### src/rtl/pmem_router_pkg.sv
// Shared types for the program memory space router.
// Assumes the mode field encoding is fixed by the configuration word layout.
package pmem_router_pkg;

    localparam int PM_WAIT_W = 2;

    typedef enum logic [1:0] {
        MODE_EXT20 = 2'b00,
        MODE_EXT16 = 2'b01,
        MODE_EXT12 = 2'b10,
        MODE_INT   = 2'b11
    } pm_mode_e;

    typedef struct packed {
        pm_mode_e               mode;
        logic                   shift;
        logic                   nowait;
        logic                   wide;
        logic [PM_WAIT_W-1:0]   waits;
    } pm_cfg_t;

    typedef enum logic [1:0] {
        TGT_FLASH = 2'b00,
        TGT_ZERO  = 2'b01,
        TGT_EXT   = 2'b10
    } pm_tgt_e;

endpackage

### src/rtl/pmem_cfg_latch.sv
// Configuration capture: loads the configuration while reset is low and
// freezes it afterwards (write-once behaviour).
// Assumes rst_n is held low for at least one clock edge with valid inputs.
module pmem_cfg_latch
    import pmem_router_pkg::*;
(
    input  logic    clk,
    input  logic    rst_n,
    input  pm_cfg_t cfg_in,
    output pm_cfg_t cfg_q
);

    // Capture configuration during reset, hold otherwise.
    always_ff @(posedge clk) begin
        if (!rst_n) begin
            cfg_q <= cfg_in;
        end
    end

    AST_CFG_FROZEN: assert property (@(posedge clk) disable iff (!rst_n)
        $past(rst_n) |-> $stable(cfg_q));

endmodule

### src/rtl/pmem_addr_map.sv
// Address decoder: chooses the target of a fetch (flash, zero word or
// external bus) and forms the unmasked external base address.
// Assumes ONCHIP_BYTES fits within the ADDR_W address space.
module pmem_addr_map
    import pmem_router_pkg::*;
#(
    parameter int ADDR_W       = 21,
    parameter int EXT_W        = 20,
    parameter int ONCHIP_BYTES = 65536
) (
    input  pm_cfg_t           cfg,
    input  logic [ADDR_W-1:0] fetch_addr,
    output pm_tgt_e           tgt,
    output logic [EXT_W-1:0]  ext_base
);

    localparam logic [ADDR_W-1:0] TOP = ADDR_W'(ONCHIP_BYTES);

    logic above;

    // Pick the target; an address equal to TOP counts as external.
    always_comb begin
        above = (fetch_addr >= TOP);
        if (!above)                   tgt = TGT_FLASH;
        else if (cfg.mode == MODE_INT) tgt = TGT_ZERO;
        else                          tgt = TGT_EXT;
    end

    // Optional rebase so that the first external location sits at zero.
    always_comb begin
        if (cfg.shift) ext_base = EXT_W'(fetch_addr - TOP);
        else           ext_base = EXT_W'(fetch_addr);
    end

endmodule

### src/rtl/pmem_fetch_seq.sv
// Fetch sequencer: answers flash and zero fetches in one cycle, runs the
// external read strobes with wait states, assembles bytes in 8-bit mode.
// Assumes the core issues no new request until fetch_rdy has pulsed.
module pmem_fetch_seq
    import pmem_router_pkg::*;
#(
    parameter int EXT_W  = 20,
    parameter int DATA_W = 16
) (
    input  logic              clk,
    input  logic              rst_n,
    input  pm_cfg_t           cfg,
    input  logic              fetch_req,
    input  pm_tgt_e           tgt,
    input  logic [EXT_W-1:0]  ext_base,
    input  logic [DATA_W-1:0] fl_rdata,
    input  logic [DATA_W-1:0] ext_rdata,
    output logic              fetch_rdy,
    output logic [DATA_W-1:0] fetch_data,
    output logic              ext_rd,
    output logic [EXT_W-1:0]  ext_addr
);

    localparam int BYTE_W = DATA_W / 2;

    typedef enum logic {S_IDLE, S_XFER} seq_state_e;

    seq_state_e             state;
    logic [EXT_W-1:0]       base_q;
    logic [PM_WAIT_W-1:0]   wleft;
    logic                   hi_byte;
    logic [BYTE_W-1:0]      lo_q;
    logic [PM_WAIT_W-1:0]   waits_eff;
    logic [EXT_W-1:0]       raw_addr;

    // Effective wait states per strobe.
    always_comb waits_eff = cfg.nowait ? '0 : cfg.waits;

    // External address: base plus byte index, masked by mode width.
    always_comb begin
        raw_addr = base_q + EXT_W'(hi_byte);
        case (cfg.mode)
            MODE_EXT12: ext_addr = raw_addr & EXT_W'(20'h00FFF);
            MODE_EXT16: ext_addr = raw_addr & EXT_W'(20'h0FFFF);
            default:    ext_addr = raw_addr;
        endcase
        ext_rd = (state == S_XFER);
    end

    // Fetch state machine and response register.
    always_ff @(posedge clk) begin
        if (!rst_n) begin
            state      <= S_IDLE;
            fetch_rdy  <= 1'b0;
            fetch_data <= '0;
            base_q     <= '0;
            wleft      <= '0;
            hi_byte    <= 1'b0;
            lo_q       <= '0;
        end else begin
            fetch_rdy <= 1'b0;
            case (state)
                S_IDLE: begin
                    if (fetch_req) begin
                        case (tgt)
                            TGT_FLASH: begin
                                fetch_data <= fl_rdata;
                                fetch_rdy  <= 1'b1;
                            end
                            TGT_ZERO: begin
                                fetch_data <= '0;
                                fetch_rdy  <= 1'b1;
                            end
                            default: begin
                                base_q  <= ext_base;
                                wleft   <= waits_eff;
                                hi_byte <= 1'b0;
                                state   <= S_XFER;
                            end
                        endcase
                    end
                end
                default: begin
                    if (wleft != '0) begin
                        wleft <= wleft - 1'b1;
                    end else if (cfg.wide) begin
                        fetch_data <= ext_rdata;
                        fetch_rdy  <= 1'b1;
                        state      <= S_IDLE;
                    end else if (!hi_byte) begin
                        lo_q    <= ext_rdata[BYTE_W-1:0];
                        hi_byte <= 1'b1;
                        wleft   <= waits_eff;
                    end else begin
                        fetch_data <= {ext_rdata[BYTE_W-1:0], lo_q};
                        fetch_rdy  <= 1'b1;
                        hi_byte    <= 1'b0;
                        state      <= S_IDLE;
                    end
                end
            endcase
        end
    end

    AST_STROBE_HOLD: assert property (@(posedge clk) disable iff (!rst_n)
        (ext_rd && wleft != '0) |=> (ext_rd && $stable(ext_addr)));

    AST_RDY_EXCL: assert property (@(posedge clk) disable iff (!rst_n)
        !(ext_rd && fetch_rdy));

    AST_WIDE_ONE_READ: assert property (@(posedge clk) disable iff (!rst_n)
        (ext_rd && cfg.wide && wleft == '0) |=> (fetch_rdy && !ext_rd));

    AST_NOWAIT_SHORT: assert property (@(posedge clk) disable iff (!rst_n)
        (ext_rd && cfg.nowait) |-> (wleft == '0));

endmodule

### src/rtl/pmem_router.sv
// Program memory space router top: latches configuration at reset, decodes
// each fetch address, and sequences flash, zero or external responses.
// Assumes even fetch addresses and one outstanding fetch at a time.
module pmem_router
    import pmem_router_pkg::*;
#(
    parameter int ADDR_W       = 21,
    parameter int EXT_W        = 20,
    parameter int DATA_W       = 16,
    parameter int ONCHIP_BYTES = 65536
) (
    input  logic              clk,
    input  logic              rst_n,
    input  logic [1:0]        cfg_mode,
    input  logic              cfg_addr_shift,
    input  logic              cfg_wait_off,
    input  logic              cfg_bus_wide,
    input  logic [1:0]        cfg_wait_cnt,
    input  logic              fetch_req,
    input  logic [ADDR_W-1:0] fetch_addr,
    output logic              fetch_rdy,
    output logic [DATA_W-1:0] fetch_data,
    output logic [ADDR_W-1:0] fl_addr,
    input  logic [DATA_W-1:0] fl_rdata,
    output logic              ext_rd,
    output logic              ext_wide,
    output logic [EXT_W-1:0]  ext_addr,
    input  logic [DATA_W-1:0] ext_rdata
);

    pm_cfg_t          cfg_in;
    pm_cfg_t          cfg_q;
    pm_tgt_e          tgt;
    logic [EXT_W-1:0] ext_base;

    // Pack the raw configuration pins.
    always_comb begin
        cfg_in.mode   = pm_mode_e'(cfg_mode);
        cfg_in.shift  = cfg_addr_shift;
        cfg_in.nowait = cfg_wait_off;
        cfg_in.wide   = cfg_bus_wide;
        cfg_in.waits  = cfg_wait_cnt;
        fl_addr       = fetch_addr;
        ext_wide      = cfg_q.wide;
    end

    pmem_cfg_latch u_cfg (
        .clk    (clk),
        .rst_n  (rst_n),
        .cfg_in (cfg_in),
        .cfg_q  (cfg_q)
    );

    pmem_addr_map #(
        .ADDR_W       (ADDR_W),
        .EXT_W        (EXT_W),
        .ONCHIP_BYTES (ONCHIP_BYTES)
    ) u_map (
        .cfg        (cfg_q),
        .fetch_addr (fetch_addr),
        .tgt        (tgt),
        .ext_base   (ext_base)
    );

    pmem_fetch_seq #(
        .EXT_W  (EXT_W),
        .DATA_W (DATA_W)
    ) u_seq (
        .clk        (clk),
        .rst_n      (rst_n),
        .cfg        (cfg_q),
        .fetch_req  (fetch_req),
        .tgt        (tgt),
        .ext_base   (ext_base),
        .fl_rdata   (fl_rdata),
        .ext_rdata  (ext_rdata),
        .fetch_rdy  (fetch_rdy),
        .fetch_data (fetch_data),
        .ext_rd     (ext_rd),
        .ext_addr   (ext_addr)
    );

    AST_INT_NO_STROBE: assert property (@(posedge clk) disable iff (!rst_n)
        (cfg_q.mode == MODE_INT) |-> !ext_rd);

    AST_MASK12: assert property (@(posedge clk) disable iff (!rst_n)
        (ext_rd && cfg_q.mode == MODE_EXT12) |-> (ext_addr[EXT_W-1:12] == '0));

    AST_MASK16: assert property (@(posedge clk) disable iff (!rst_n)
        (ext_rd && cfg_q.mode == MODE_EXT16) |-> (ext_addr[EXT_W-1:16] == '0));

endmodule

### config.mk
export PLATFORM = sky130hd
export DESIGN_NAME = pmem_router
export DESIGN_NICKNAME = d
export VERILOG_FILES = /design/src/rtl/pmem_router_pkg.sv /design/src/rtl/pmem_cfg_latch.sv /design/src/rtl/pmem_addr_map.sv /design/src/rtl/pmem_fetch_seq.sv /design/src/rtl/pmem_router.sv
export SDC_FILE = /design/constraint.sdc
export NUM_CORES = 1
export LEC_CHECK = 0
export BUFFER_PORTS_ARGS = -buffer_cell sky130_fd_sc_hd__buf_2
export CAP_MARGIN = 20
export CELL_PAD_IN_SITES_DETAIL_PLACEMENT = 2
export CELL_PAD_IN_SITES_GLOBAL_PLACEMENT = 2
export CORE_ASPECT_RATIO = 1.2
export CORE_MARGIN = 3
export CORE_UTILIZATION = 29
export CTS_BUF_LIST = sky130_fd_sc_hd__clkbuf_4 sky130_fd_sc_hd__clkbuf_8
export DETAILED_ROUTE_END_ITERATION = 10
export HOLD_SLACK_MARGIN = 0.08
export PLACE_DENSITY = 0.81
export SETUP_SLACK_MARGIN = 0.4
export SYNTH_ARGS = -nofsm -noshare
export SYNTH_HDL_FRONTEND = slang
export SYNTH_SLANG_ARGS = --single-unit
### constraint.sdc
create_clock -name clk -period 3.19 [get_ports clk]
set_clock_uncertainty 0.15 [all_clocks]
set_input_delay 0.957 -clock clk [delete_from_list [all_inputs] [get_ports clk]]
set_output_delay 0.957 -clock clk [all_outputs]
set_load 0.1 [all_outputs]
# Yosys cells after proc, flatten, opt, wreduce, memory -nomap -nowiden

Index checks and enable logic that the tools add are counted.

Bits in registers: 56
Input bits: 63
Output and inout bits: 60

Add/sub/neg operators: 3
Magnitude comparators: 1
Equal/unequal tests: 10
Muxes and demuxes: 34
Bitwise logic cells: 5
Reduce and logical (&&, ||, !) cells: 10

Operators by type and width:

| kind                                                  | number |
|---|---|
| two-way mux 16 bit                                    | 5 |
| one-hot mux 20 bit (2 select lines)                   | 1 |
| one-hot mux 16 bit (2 select lines)                   | 1 |
| >= comparator 21 x 17 -> 1 bit, second input constant | 1 |
| adder 20 x 1 -> 20 bit                                | 1 |
| two-way mux 20 bit                                    | 1 |
| subtractor 20 x 17 -> 20 bit, second input constant   | 1 |
| two-way mux 2 bit                                     | 9 |
| two-way mux 1 bit                                     | 17 |
| AND reduction 4 bit                                   | 4 |
| inequality test 3 bit, second input constant          | 3 |
| inverter 1 bit                                        | 5 |
| == test 2 x 1 -> 1 bit, second input constant         | 2 |
| == test 2 bit, second input constant                  | 2 |
| inequality test 2 bit, second input constant          | 2 |
| nonzero test 2 bit                                    | 2 |
| AND reduction 3 bit                                   | 1 |
| nonzero test 3 bit                                    | 1 |
| logical NOT 2 bit                                     | 1 |
| inequality test 2 x 1 -> 1 bit, second input constant | 1 |
| OR reduction 2 bit                                    | 1 |
| subtractor 2 x 1 -> 2 bit, second input constant      | 1 |

# Logic depth before layout (Yosys ltp)

Gate-level depths: netlist of the first run.

Depth in word-level cells: 8
Mapped depth: 9

# Modules after synthesis

A second synthesis of the first run with hierarchy kept.

Cells, all modules: 377
Area total of the unflattened synthesis: 3165.5 um^2

Modules (own cells, without submodules):

| module         | times used | cells each | area each (um^2) |
|---|---|---|---|
| pmem_fetch_seq | 1          | 307        | 2497.4 |
| pmem_addr_map  | 1          | 41         | 296.5 |
| pmem_cfg_latch | 1          | 8          | 214.0 |
| pmem_router    | 1          | 21         | 157.7 |

# Least setup slack after synthesis of the first run

OpenSTA, ideal clock, no wires.

Path kind: register to output
Start: register u_seq.hi_byte
End: output ext_addr[19]
Data arrival time: 3.413 ns
Path slack: -1.330 ns
Stages on the path, launching flop included: 6
Path buffers: 0
Path through: dfxtp_1 -> ha_1 -> nand3_1 -> nor3_1 -> nand3_1 -> o31ai_1

Longest elaborated chain between the ends: 2

Ends and longest elaborated chain:

| what                                | line                 | source |
|---|---|---|
| from (decl)                         | pmem_fetch_seq.sv:31 | `logic hi_byte;` |
| from (signal assigned)              | pmem_fetch_seq.sv:58 | `hi_byte <= 1'b0;` |
| from (signal assigned)              | pmem_fetch_seq.sv:77 | `hi_byte <= 1'b0;` |
| from (signal assigned)              | pmem_fetch_seq.sv:92 | `hi_byte <= 1'b1;` |
| adder 20 x 1 -> 20 bit              | pmem_fetch_seq.sv:41 | `raw_addr = base_q + EXT_W'(hi_byte);` |
| one-hot mux 20 bit (2 select lines) | pmem_fetch_seq.sv:42 | `case (cfg.mode)` |
| to (decl)                           | pmem_router.sv:27    | `output logic [EXT_W-1:0] ext_addr,` |

Every way passes these cells.

# Worst setup path after layout of the first run

Start: register u_seq.hi_byte
End: output ext_addr[8]

The elaborated chain is that of the path after synthesis.

==> summary.md, run 1 <==
| Metric | Value |
|---|---|
| Critical-path cell list | ha_4, ha_4, and4_4, nor2b_4, buf_4, buf_6, nand2_2, xnor2_4, buf_12 |
| Static Leak | approximately 2.1 nW |
| Endpoint type of the worst setup path | primary output |
| Vias | roughly 3200 |
| Final min period | between 3 and 4 ns |
| MaxCap Viol Count | 0 |
| Crit path max fanout | 6 |
| Worst hold path type | reg2reg |
| Sequential standard cell area | approximately 1200 sq um |
| EDFF count, synth | 7 |
| Seq pwr share | 0.361 |
| Vias in the first global route | around 3300 |
| FMAX | roughly 300 MHz |
| Port Buffers | approximately 120 |
| CP Launch Type | register |
| Placed instance area | around 4300 sq um |
| Fill count | ~1100 |
| Clock Power Share | 0.229 |
| I/O pin cnt | roughly 120 |
| Prevailing post-synth register cell | dfxtp_1 |
| Crit path required time | roughly 2.1 ns |
| TritonCTS clock tree | built |
| Path depth of the worst reg2reg path | 7 |
| All-Layer GR Usage | 0.192 |
| Mapped cell area | 3180 sq um |
| Pwr Total | around 0.0023 W |
| Total grt overflow | 0 |
| Hold EP | u_seq.wleft[1] |
| Final HPWL DP | approximately 8500 um |
| Switch Pwr | 0.000999 W |
| Crit share post-route | 1.03 |
| Cells after Synth | ~350 |
| DRT antenna net count | 0 |
| Most frequent cells in the layout | 104 x buf_2, 44 x dfxtp_1, 35 x nor2_1 |
| Violated checks | setup timing |
| Logic pwr share | 0.410 |
| First-pass GRT wire length | 18100 um |
| Critical path's largest stage delay | around 0.38 ns |
| WP buf/inv | 3 |
| Die Wd | a little over 100 um |
| Ratio of cells with drive above 1 in the final layout | 0.497 |
| Number of buffers created by CTS | 5 |
| Vias per inst | ~5.3 |
| Drt wl/cell | between 20 and 25 um |
| Min-delay src | u_seq.wleft[1] |
| Synth Net Count | about 420 |
| CP dominant cell by count | ha_4 |
| Sequential share of the synthesized area | 0.375 |
| Area leader, netlist | dfxtp_1 |
| Worst-Margin Slew | 0.802 ns |
| Crit-path leading delay family | simple AND/OR/NAND/NOR gates |
| P_int | about 0.0013 W |
| Final hold vios | 0 |
| Clock Latency Late Sink | about 0.34 ns |
| CP Data Arrival Time | 2.18 ns |
| Top-area cell type share of the netlist area | 0.309 |
| Clk pin slew, worst setup/hold paths | approximately 0.10 ns |
| Footprint of the multi-input gates | 2140 sq um |
| CTS max path bufs | 2 |
| Clock net sink count | between 50 and 60 |
| Final WS setup | -0.0938 ns |
| Final Cell Area | 4790 sq um |
| PwrDens | about 480 nW/um^2 |
| Yosys cell types | 48 |
| Max-slew headroom | 0.463 |
| Net count, final | about 540 |
| Worst vdd ir | between 0.2 and 0.25 mV |
| Worst R2R End | u_seq.wleft[0] |
| Reg2Reg Launch Point | u_cfg.cfg_q[5] |
| Initial DRC count | 166 |
| Die area | 12300 sq um |
| Die height | 121 um |
| Min Hold Slack | ~0.35 ns |
| Ys async rst share | 0 |
| RSZ-0062 raised after global routing | true |
| Commonest non-fill, non-tap cell in the layout | buf_2 |
| Util after Layout | 0.451 |
| Pre-antenna DRT Iters | 5 |
| Area growth from synthesis to layout | 50.8% |
| Net Sw Frac | 0.438 |
| Initial Utilization | 0.299 |
| Synth area leaders | dfxtp_1 31%, mux2i_1 8.2%, edfxtp_1 6.6% |
| R2r setup slk | between 0.5 and 0.6 ns |
| Gpl congestion | 0.749 |
| Root buffer cell | clkbuf_8 |
| Core Area | roughly 11000 sq um |
| Slowest CP cell | dfxtp_4 |
| Syn_area_per_cell | between 9 and 10 sq um |
| Row cnt | 41 |
| FF+latch count, synth | 56 |
| CP Class | reg2out |
| Largest net degree at the start of global routing | 32 |
| H-tree depth | 2 |
| Hold Path Stages | 2 |
| Max Slew Vio Count | 0 |
| Status | finished, violations left |
| ANT cells | 0 |
| Final number of setup-violating endpoints | 9 |
| Ys Warns | 0 |
| Antenna violations before repair | 0 |
| WL final | between 10000 and 15000 um |
| Remaining DRCs | 0 |
## how the worst max path moves through the flow
| stage | from | end | cells after the start |
|---|---|---|---|
| 2_1_floorplan | u_seq.base_q[7] | ext_addr[19] | 4 |
| 3_3_place_gp | u_seq.hi_byte | ext_addr[17] | 8 |
| 3_5_place_dp | fetch_addr[16] | u_seq.fetch_data[8] | 6 |
| 4_1_cts | u_seq.hi_byte | ext_addr[18] | 8 |
| 5_1_grt | u_seq.hi_byte | ext_addr[16] | 8 |
| 6_report | u_seq.hi_byte | ext_addr[8] | 9 |
## registers in the layout, summed over array words and instances (netlist names)
register	count
u_cfg.cfg_q	7
u_seq.base_q	20
u_seq.ext_rd	1
u_seq.fetch_data	16
u_seq.fetch_rdy	1
u_seq.hi_byte	1
u_seq.lo_q	8
u_seq.wleft	2
## metrics by stage
step           setup WS, ns  TNS (ns)  std cells
2_1_floorplan       -0.0295   -0.0295        347
3_3_place_gp          0.149         0        578
3_5_place_dp         0.0106         0        578
4_1_cts             -0.0482    -0.242        591
5_1_grt              -0.185     -1.29        602
6_report            -0.0938    -0.459        602
## final cells by class
| type | count | share of cell area |
|---|---|---|
| Multi-Input combinational cell | 246 | 0.446 |
| Timing Repair Buffer | 156 | 0.239 |
| Tap cell | 129 | 0.0337 |
| Sequential cell | 56 | 0.250 |
| Inverter | 7 | 0.00548 |
| Clock inverter | 2 | 0.00809 |
| Clock buffer | 6 | 0.0172 |
## cells by family after synthesis
| group | count (synthesis) | share of synthesized area |
|---|---|---|
| and+or+nand+nor | 107 | 0.170 |
| adders and majority gates | 6 | 0.0236 |
| DFF | 56 | 0.375 |
| xor gates and xnor gates | 18 | 0.0496 |
| muxes | 42 | 0.139 |
| buffers and inverters | 46 | 0.0913 |
| AOI/OAI and AO/OA | 72 | 0.152 |
## power by group through the flow
| stage | clock (W) | sequential [W] | combinational (W) |
|---|---|---|---|
| floorplan | 0 | 0.00102 | 0.000505 |
| global placement | 0 | 0.000830 | 0.000874 |
| detailed placement | 0 | 0.000834 | 0.000892 |
| CTS | 0.000526 | 0.000819 | 0.000912 |
| global route | 0.000552 | 0.000832 | 0.000977 |
| finish | 0.000522 | 0.000824 | 0.000936 |
## cells in the mapped netlist (all sizes together) (3+ instances only)
| cell type | number |
|---|---|
| a211oi | 4 |
| a21oi | 5 |
| a31oi | 16 |
| and2 | 3 |
| and3 | 5 |
| and4 | 4 |
| buf | 27 |
| clkbuf | 12 |
| dfxtp | 49 |
| edfxtp | 7 |
| ha | 6 |
| inv | 7 |
| mux2 | 16 |
| mux2i | 26 |
| nand2 | 30 |
| nand3 | 5 |
| nor2 | 39 |
| nor4 | 6 |
| o21ai | 18 |
| o31ai | 18 |
| xnor2 | 10 |
| xor2 | 8 |
## tightest hold or removal path, cell delays in order, from the launching register on
cell and delay (ns):
dfxtp_1 0.34, nand2_1 0.06, o22ai_1 0.06
## repair_timing
action,CTS,global route
endpoints found under the setup margin,19,30
setup buffers,5,10
pin swaps,10,18
hold buffers,0,0
gates resized for setup,33,45
cloned,0,1
## routing by layer
metal	track usage	routed length [um]	vias to the layer above
met5	0	0	-
met4	0.0565	182	0
met3	0.0248	479	13
met2	0.366	7410	87
met1	0.216	5110	1608
li1	-	-	1482
Note: power is estimated with default switching activity, not from simulation.
==> run 2: changes to the inputs <==
Settings changed: SKIP_LAST_GASP set to 1.
==> summary.md, run 2 (synthesis results as in run 1) <==
| Metric | Value |
|---|---|
| PwrDens | 476 nW/um^2 (about the same) |
| Fill count | 1127 (+2.1%) |
| Highest routed layer | met4 |
| Final WS setup | -0.0843 ns (+0.00952 ns) |
| Row cnt | 41 (unchanged) |
| Cts hold-fix bufs | 0 (unchanged) |
| Die height | 121 um (unchanged) |
| Net count, final | 541 (unchanged) |
| Gpl congestion | 0.749 (unchanged) |
| Critical Path Sink | ext_addr[12] |
| Dpl cells | 578 (unchanged) |
| Max-slew headroom | 0.506 (+0.0426) |
| Clock Latency Late Sink | 0.33 ns (about the same) |
| Reg2Reg Launch Point | u_cfg.cfg_q[5] |
| Crit path max fanout | 6 (unchanged) |
| Initial Utilization | 0.299 (unchanged) |
| Biggest regs | u_seq.base_q (20), u_seq.fetch_data (16), u_seq.lo_q (8) |
| Met2 wire length | 7490 um (+1.1%) |
| ANT cells | 0 (unchanged) |
| Violated checks | setup timing |
| Drt wl/cell | 22.3 um (+1.7%) |
| H-tree depth | 2 (unchanged) |
| Core Area | 10600 sq um (unchanged) |
| Vias in the first global route | 3261 (-0.64%) |
| WL met3 | 614 um (+28%) |
| Antenna violations before repair | 0 (unchanged) |
| Clk pin slew, worst setup/hold paths | 0.10 ns (about the same) |
| Reg with most FFs | u_seq.base_q |
| Vias | 3166 (-0.75%) |
| Number of buffers created by CTS | 5 (unchanged) |
| Critical-path cell list | ha_4, ha_4, and4_4, nor2b_4, and3_4, xnor2_4, nor2_4, buf_12 |
| Placed instance area | 4270 sq um (unchanged) |
| Switch Pwr | 0.00100 W (+0.27%) |
| Worst R2R End | u_seq.base_q[8] |
| CP Launch Type | register |
| Pre-antenna DRT Iters | 4 (-1) |
| Post-Layout Cell Count | 602 (unchanged) |
| Crit share post-route | 1.03 (-0.00298) |
| Clock Power Share | 0.228 (about the same) |
| CP Data Arrival Time | 2.17 ns (about the same) |
| Final min period | 3.27 ns (-0.00952 ns) |
| Remaining DRCs | 0 (unchanged) |
| Total grt overflow | 0 (unchanged) |
| MaxCap Viol Count | 0 (unchanged) |
| Port Buffers | 122 (unchanged) |
| Most frequent cells in the layout | 105 x buf_2, 45 x dfxtp_1, 34 x nor2_1 |
| Path depth of the worst reg2reg path | 7 (unchanged) |
| Footprint of the multi-input gates | 2160 sq um (+0.82%) |
| Die Wd | 102 um (unchanged) |
| Sequential standard cell area | 1200 sq um (-0.10%) |
| Worst-Margin Slew | 0.742 ns (-0.0609 ns) |
| Final HPWL DP | 8460 um (unchanged) |
| Static Leak | 2.05 nW (-0.30%) |
| CP Class | reg2out |
| TritonCTS clock tree | built |
| RSZ-0062 raised after global routing | true |
| FMAX | 305 MHz (+0.29%) |
| Die area | 12300 sq um (unchanged) |
| Setup crit start | u_seq.hi_byte |
| Max Slew Vio Count | 0 (unchanged) |
| Seq pwr share | 0.361 (about the same) |
| Place WS | 0.0106 ns (unchanged) |
| CTS max path bufs | 2 (unchanged) |
| DRT antenna net count | 0 (unchanged) |
| Status | finished, violations left |
| Initial DRC count | 85 (-49%) |
| Endpoint type of the worst setup path | primary output |
| Area growth from synthesis to layout | 51.0% |
| Worst vdd ir | 0.205 mV (-2.2%) |
| First-pass GRT wire length | 17900 um (-1.4%) |
| Final hold vios | 0 (unchanged) |
| R2r setup slk | 0.58 ns (about the same) |
| Ratio of cells with drive above 1 in the final layout | 0.501 (+0.00423) |
| Clock net sink count | 56 (unchanged) |
| Logic pwr share | 0.411 (about the same) |
| Root buffer cell | clkbuf_8 |
| Worst hold path type | reg2reg |
| Vias per inst | 5.26 (-0.75%) |
| Crit path required time | 2.08 ns (about the same) |
| Slowest CP cell | dfxtp_4 |
| Final Cell Area | 4800 sq um (+0.13%) |
| I/O pin cnt | 123 (unchanged) |
| WL final | 13400 um (+1.7%) |
| Largest net degree at the start of global routing | 32 (unchanged) |
| CP dominant cell by count | ha_4 |
| Util after Layout | 0.452 (+0.000589) |
| Critical path's largest stage delay | 0.38 ns (about the same) |
| Commonest non-fill, non-tap cell in the layout | buf_2 |
| All-Layer GR Usage | 0.188 (-0.00359) |
| Met1 WL | 5010 um (-2.0%) |
| Max reg flops | 20 (unchanged) |
| P_int | 0.00128 W (about the same) |
| Final number of setup-violating endpoints | 9 (unchanged) |
| Net Sw Frac | 0.438 (+0.000481) |
==> run 2: worst min-delay path by stage <==
| stage | cells after the start | start | end |
|---|---|---|---|
| global route | 2 | u_seq.wleft[1] | u_seq.wleft[1] |
| global placement | 2 | u_seq.lo_q[2] | u_seq.lo_q[2] |
| finish | 2 | u_seq.wleft[1] | u_seq.wleft[1] |
| floorplan | 2 | u_seq.lo_q[0] | u_seq.lo_q[0] |
| detailed placement | 2 | u_seq.wleft[1] | u_seq.wleft[1] |
| CTS | 2 | u_seq.wleft[1] | u_seq.wleft[1] |
==> run 2: per-stage QoR <==
step / total power [W] / hold slack [ns] / setup TNS, ns
CTS: 0.00226 / 0.353 / -0.242
floorplan: 0.00153 / 0.306 / -0.0295
detailed placement: 0.00173 / 0.337 / 0
finish: 0.00229 / 0.351 / -0.377
global placement: 0.00170 / 0.320 / 0
global route: 0.00237 / 0.375 / -1.16
==> run 2: power by group through the flow <==
| stage | clock (W) | sequential, W | combinational [W] |
|---|---|---|---|
| floorplan | 0 | 0.00102 | 0.000505 |
| global placement | 0 | 0.000830 | 0.000874 |
| detailed placement | 0 | 0.000834 | 0.000892 |
| CTS | 0.000526 | 0.000819 | 0.000911 |
| global route | 0.000554 | 0.000834 | 0.000980 |
| finish | 0.000520 | 0.000826 | 0.000939 |
==> run 2: per-layer routing <==
layer,global-route usage,vias to the layer above
li1,-,1477
met5,0,-
met4,0.0499,0
met3,0.0265,23
met1,0.214,1563
met2,0.358,103
==> run 2: layout make-up <==
class	instances	share of cell area
multi-input cells	246	0.449
flip-flops and latches	56	0.250
repair buffers	156	0.236
well taps	129	0.0336
clock buffers	6	0.0172
clock inverters	2	0.00808
inverters	7	0.00547
==> run 2: timing repair <==
| action | in CTS | in global routing |
|---|---|---|
| pin swaps | 10 | 18 |
| buffers inserted | 5 | 10 |
| gates resized for setup | 31 | 47 |
| setup endpoints to repair | 19 | 31 |
| gates cloned | 0 | 1 |
==> run 2: worst max-delay path: cells and delay by family, from the launching register on <==
kind / cells / cell delay, ns
flip-flops: 1 / 0.38
adder cells (fa/ha/maj): 2 / 0.30
buffers and inverters: 1 / 0.19
AND/OR/NAND/NOR: 4 / 0.87
XOR/XNOR: 1 / 0.10
==> run 3: changes to the inputs <==
Settings changed: CORE_UTILIZATION 29 to 26, HOLD_SLACK_MARGIN 0.08 to 0.05, PLACE_DENSITY 0.81 to 0.77.
Clock period 3.19 ns to 2.9 ns, I/O delays scaled along.
==> summary.md, run 3 (synthesis results as in run 1) <==
| Metric | Value |
|---|---|
| Number of buffers created by CTS | 5 (unchanged) |
| Min-delay src | u_seq.wleft[1] |
| Clk pin slew, worst setup/hold paths | 0.09 ns (about the same) |
| All-Layer GR Usage | 0.167 (-0.0206) |
| Crit share post-route | 1.09 |
| Gpl congestion | 0.804 (+7.4%) |
| Commonest non-fill, non-tap cell in the layout | buf_2 |
| TritonCTS clock tree | built |
| Clock Latency Late Sink | 0.32 ns (about the same) |
| ANT cells | 0 (unchanged) |
| FMAX | 316 MHz |
| Critical path's largest stage delay | 0.38 ns (about the same) |
| Antenna violations before repair | 0 (unchanged) |
| Die area | 13600 sq um (+11%) |
| Reg2Reg Launch Point | u_cfg.cfg_q[5] |
| Vias per inst | 4.96 (-5.7%) |
| First-pass GRT wire length | 17900 um (+0.31%) |
| Worst vdd ir | 0.228 mV (+11%) |
| Static Leak | 2.06 nW (+0.17%) |
| Worst R2R End | u_seq.base_q[8] |
| RSZ-0062 raised after global routing | true |
| Final number of setup-violating endpoints | 11 (+2) |
| CP Launch Type | register |
| R2r setup slk | 0.48 ns (-0.10 ns) |
| Max Slew Vio Count | 0 (unchanged) |
| CP Data Arrival Time | 2.14 ns (-0.03 ns) |
| Vias in the first global route | 3326 (+2.0%) |
| Final Cell Area | 4850 sq um (+1.0%) |
| MaxCap Viol Count | 0 (unchanged) |
| PwrDens | 497 nW/um^2 (+4.5%) |
| Hold Path Stages | 2 (unchanged) |
| CP dominant cell by count | ha_4 |
| Final HPWL DP | 8910 um (+5.3%) |
| Pwr Total | 0.00241 W (+5.5%) |
| Row cnt | 43 (+4.9%) |
| Status | finished, violations left |
| Total grt overflow | 0 (unchanged) |
| Placed instance area | 4420 sq um (+3.7%) |
| Most frequent cells in the layout | 99 x buf_2, 40 x dfxtp_1, 34 x nor2_1 |
| Min Hold Slack | 0.354 ns (+0.00223 ns) |
| Final min period | approximately 3.2 ns |
| DRT antenna net count | 0 (unchanged) |
| Hold EP | u_seq.wleft[1] |
| Vias | 3109 (-1.8%) |
| Initial Utilization | 0.271 (-0.0283) |
| Remaining DRCs | 0 (unchanged) |
| Pre-antenna DRT Iters | 4 (unchanged) |
| Largest net degree at the start of global routing | 23 (-28%) |
| Slowest CP cell | dfxtp_4 |
| Die height | 127 um (+5.3%) |
| Place WS | -0.0242 ns (-0.0348 ns) |
| Net count, final | 538 (-0.55%) |
| Drt wl/cell | 19.0 um (-15%) |
| Ratio of cells with drive above 1 in the final layout | 0.511 (+0.00958) |
| Critical-path cell list | ha_4, ha_4, and4_4, nor2b_4, nand4_1, xnor2_1, and2_4, buf_12 |
| CP Class | reg2out |
| WL final | 11900 um (-11%) |
| Crit path required time | 1.88 ns (-0.20 ns) |
| Worst-Margin Slew | 0.489 ns (-0.252 ns) |
| Reg with most FFs | u_seq.base_q |
| CTS max path bufs | 2 (unchanged) |
| Root buffer cell | clkbuf_8 |
| Core Area | 11700 sq um (+10%) |
| Final hold vios | 0 (unchanged) |
| Crit path max fanout | 6 (unchanged) |
| Initial DRC count | 85 (unchanged) |
| Die Wd | 107 um (+5.3%) |
| Violated checks | setup timing |
| H-tree depth | 2 (unchanged) |
| Final WS setup | -0.262 ns (-0.178 ns) |
| Endpoint type of the worst setup path | primary output |
| Path depth of the worst reg2reg path | 7 (unchanged) |
| Clock net sink count | 56 (unchanged) |
| Worst hold path type | reg2reg |
| Biggest regs | u_seq.base_q (20), u_seq.fetch_data (16), u_seq.lo_q (8) |
| I/O pin cnt | 123 (unchanged) |
| Max-slew headroom | 0.673 (+0.168) |
| Fill count | 1295 (+15%) |
| Max reg flops | 20 (unchanged) |
| Port Buffers | 122 (unchanged) |
| Area growth from synthesis to layout | 52.6% |
==> run 3: cell count changes in the layout (fill, tap and decap cells not counted), moves of 3 or more <==
cell     previous run  this run
buf_4              29        26
dfxtp_1            45        40
o21ai_1            13         6
buf_12             16        19
dfxtp_4             1         4
o21ai_0             4        12
buf_2             105        99
==> run 3: final cells by class <==
cell class,instances,area [sq um],share of cell area
multi-input cells,245,2110,0.435
flip-flops and latches,56,1210,0.250
repair buffers,154,1210,0.249
well taps,157,196,0.0405
clock buffers,8,97.6,0.0201
inverters,7,26.3,0.00542
==> run 3: worst max-delay path, delay by kind of cell (launching register included) <==
family | cells | cell delay, ns
adders and majority gates | 2 | 0.30
and+or+nand+nor | 4 | 0.80
DFF | 1 | 0.38
xor gates and xnor gates | 1 | 0.20
buffers and inverters | 1 | 0.16
==> run 3: worst max-delay path by stage <==
stage | start | cells after the start | endpoint
2_1_floorplan | u_seq.hi_byte | 6 | ext_addr[10]
3_3_place_gp | u_seq.hi_byte | 8 | ext_addr[16]
3_5_place_dp | u_seq.hi_byte | 8 | ext_addr[16]
4_1_cts | u_seq.hi_byte | 8 | ext_addr[16]
5_1_grt | u_seq.hi_byte | 8 | ext_addr[18]
6_report | u_seq.hi_byte | 8 | ext_addr[16]
==> run 3: layer usage <==
layer / track usage / wire length [um] / part of all wire / up-vias
met2: 0.321 / 6610 / 0.56 / 83
met3: 0.0349 / 537 / 0.045 / 9
met5: 0 / 0 / 0 / -
met1: 0.187 / 4630 / 0.39 / 1550
li1: - / - / - / 1467
met4: 0.0384 / 131 / 0.011 / 0
==> run 3: metrics by stage <==
stage                     cells   util  setup TNS, ns
final                       627  0.413          -1.93
after global routing        627  0.413          -3.22
after CTS                   618  0.397          -2.34
after detailed placement    606  0.377        -0.0242
after global placement      606  0.377              0
after floorplan             347      -              0
==> run 3: repair_timing <==
item | in CTS | in global routing
hold buffers | 0 | 0
setup buffers | 4 | 8
setup endpoints to repair | 24 | 33
gates cloned | 0 | 1
pin swaps | 14 | 11
resized for setup | 33 | 25
==> run 3: power by group <==
| group | switching (W) | internal [W] | total, W |
|---|---|---|---|
| logic | 0.000737 | 0.000297 | 0.00103 |
| clock network | 0.000256 | 0.000214 | 0.000470 |
| registers | 0.0000588 | 0.000850 | 0.000908 |
| total | 0.00105 | 0.00136 | 0.00241 |
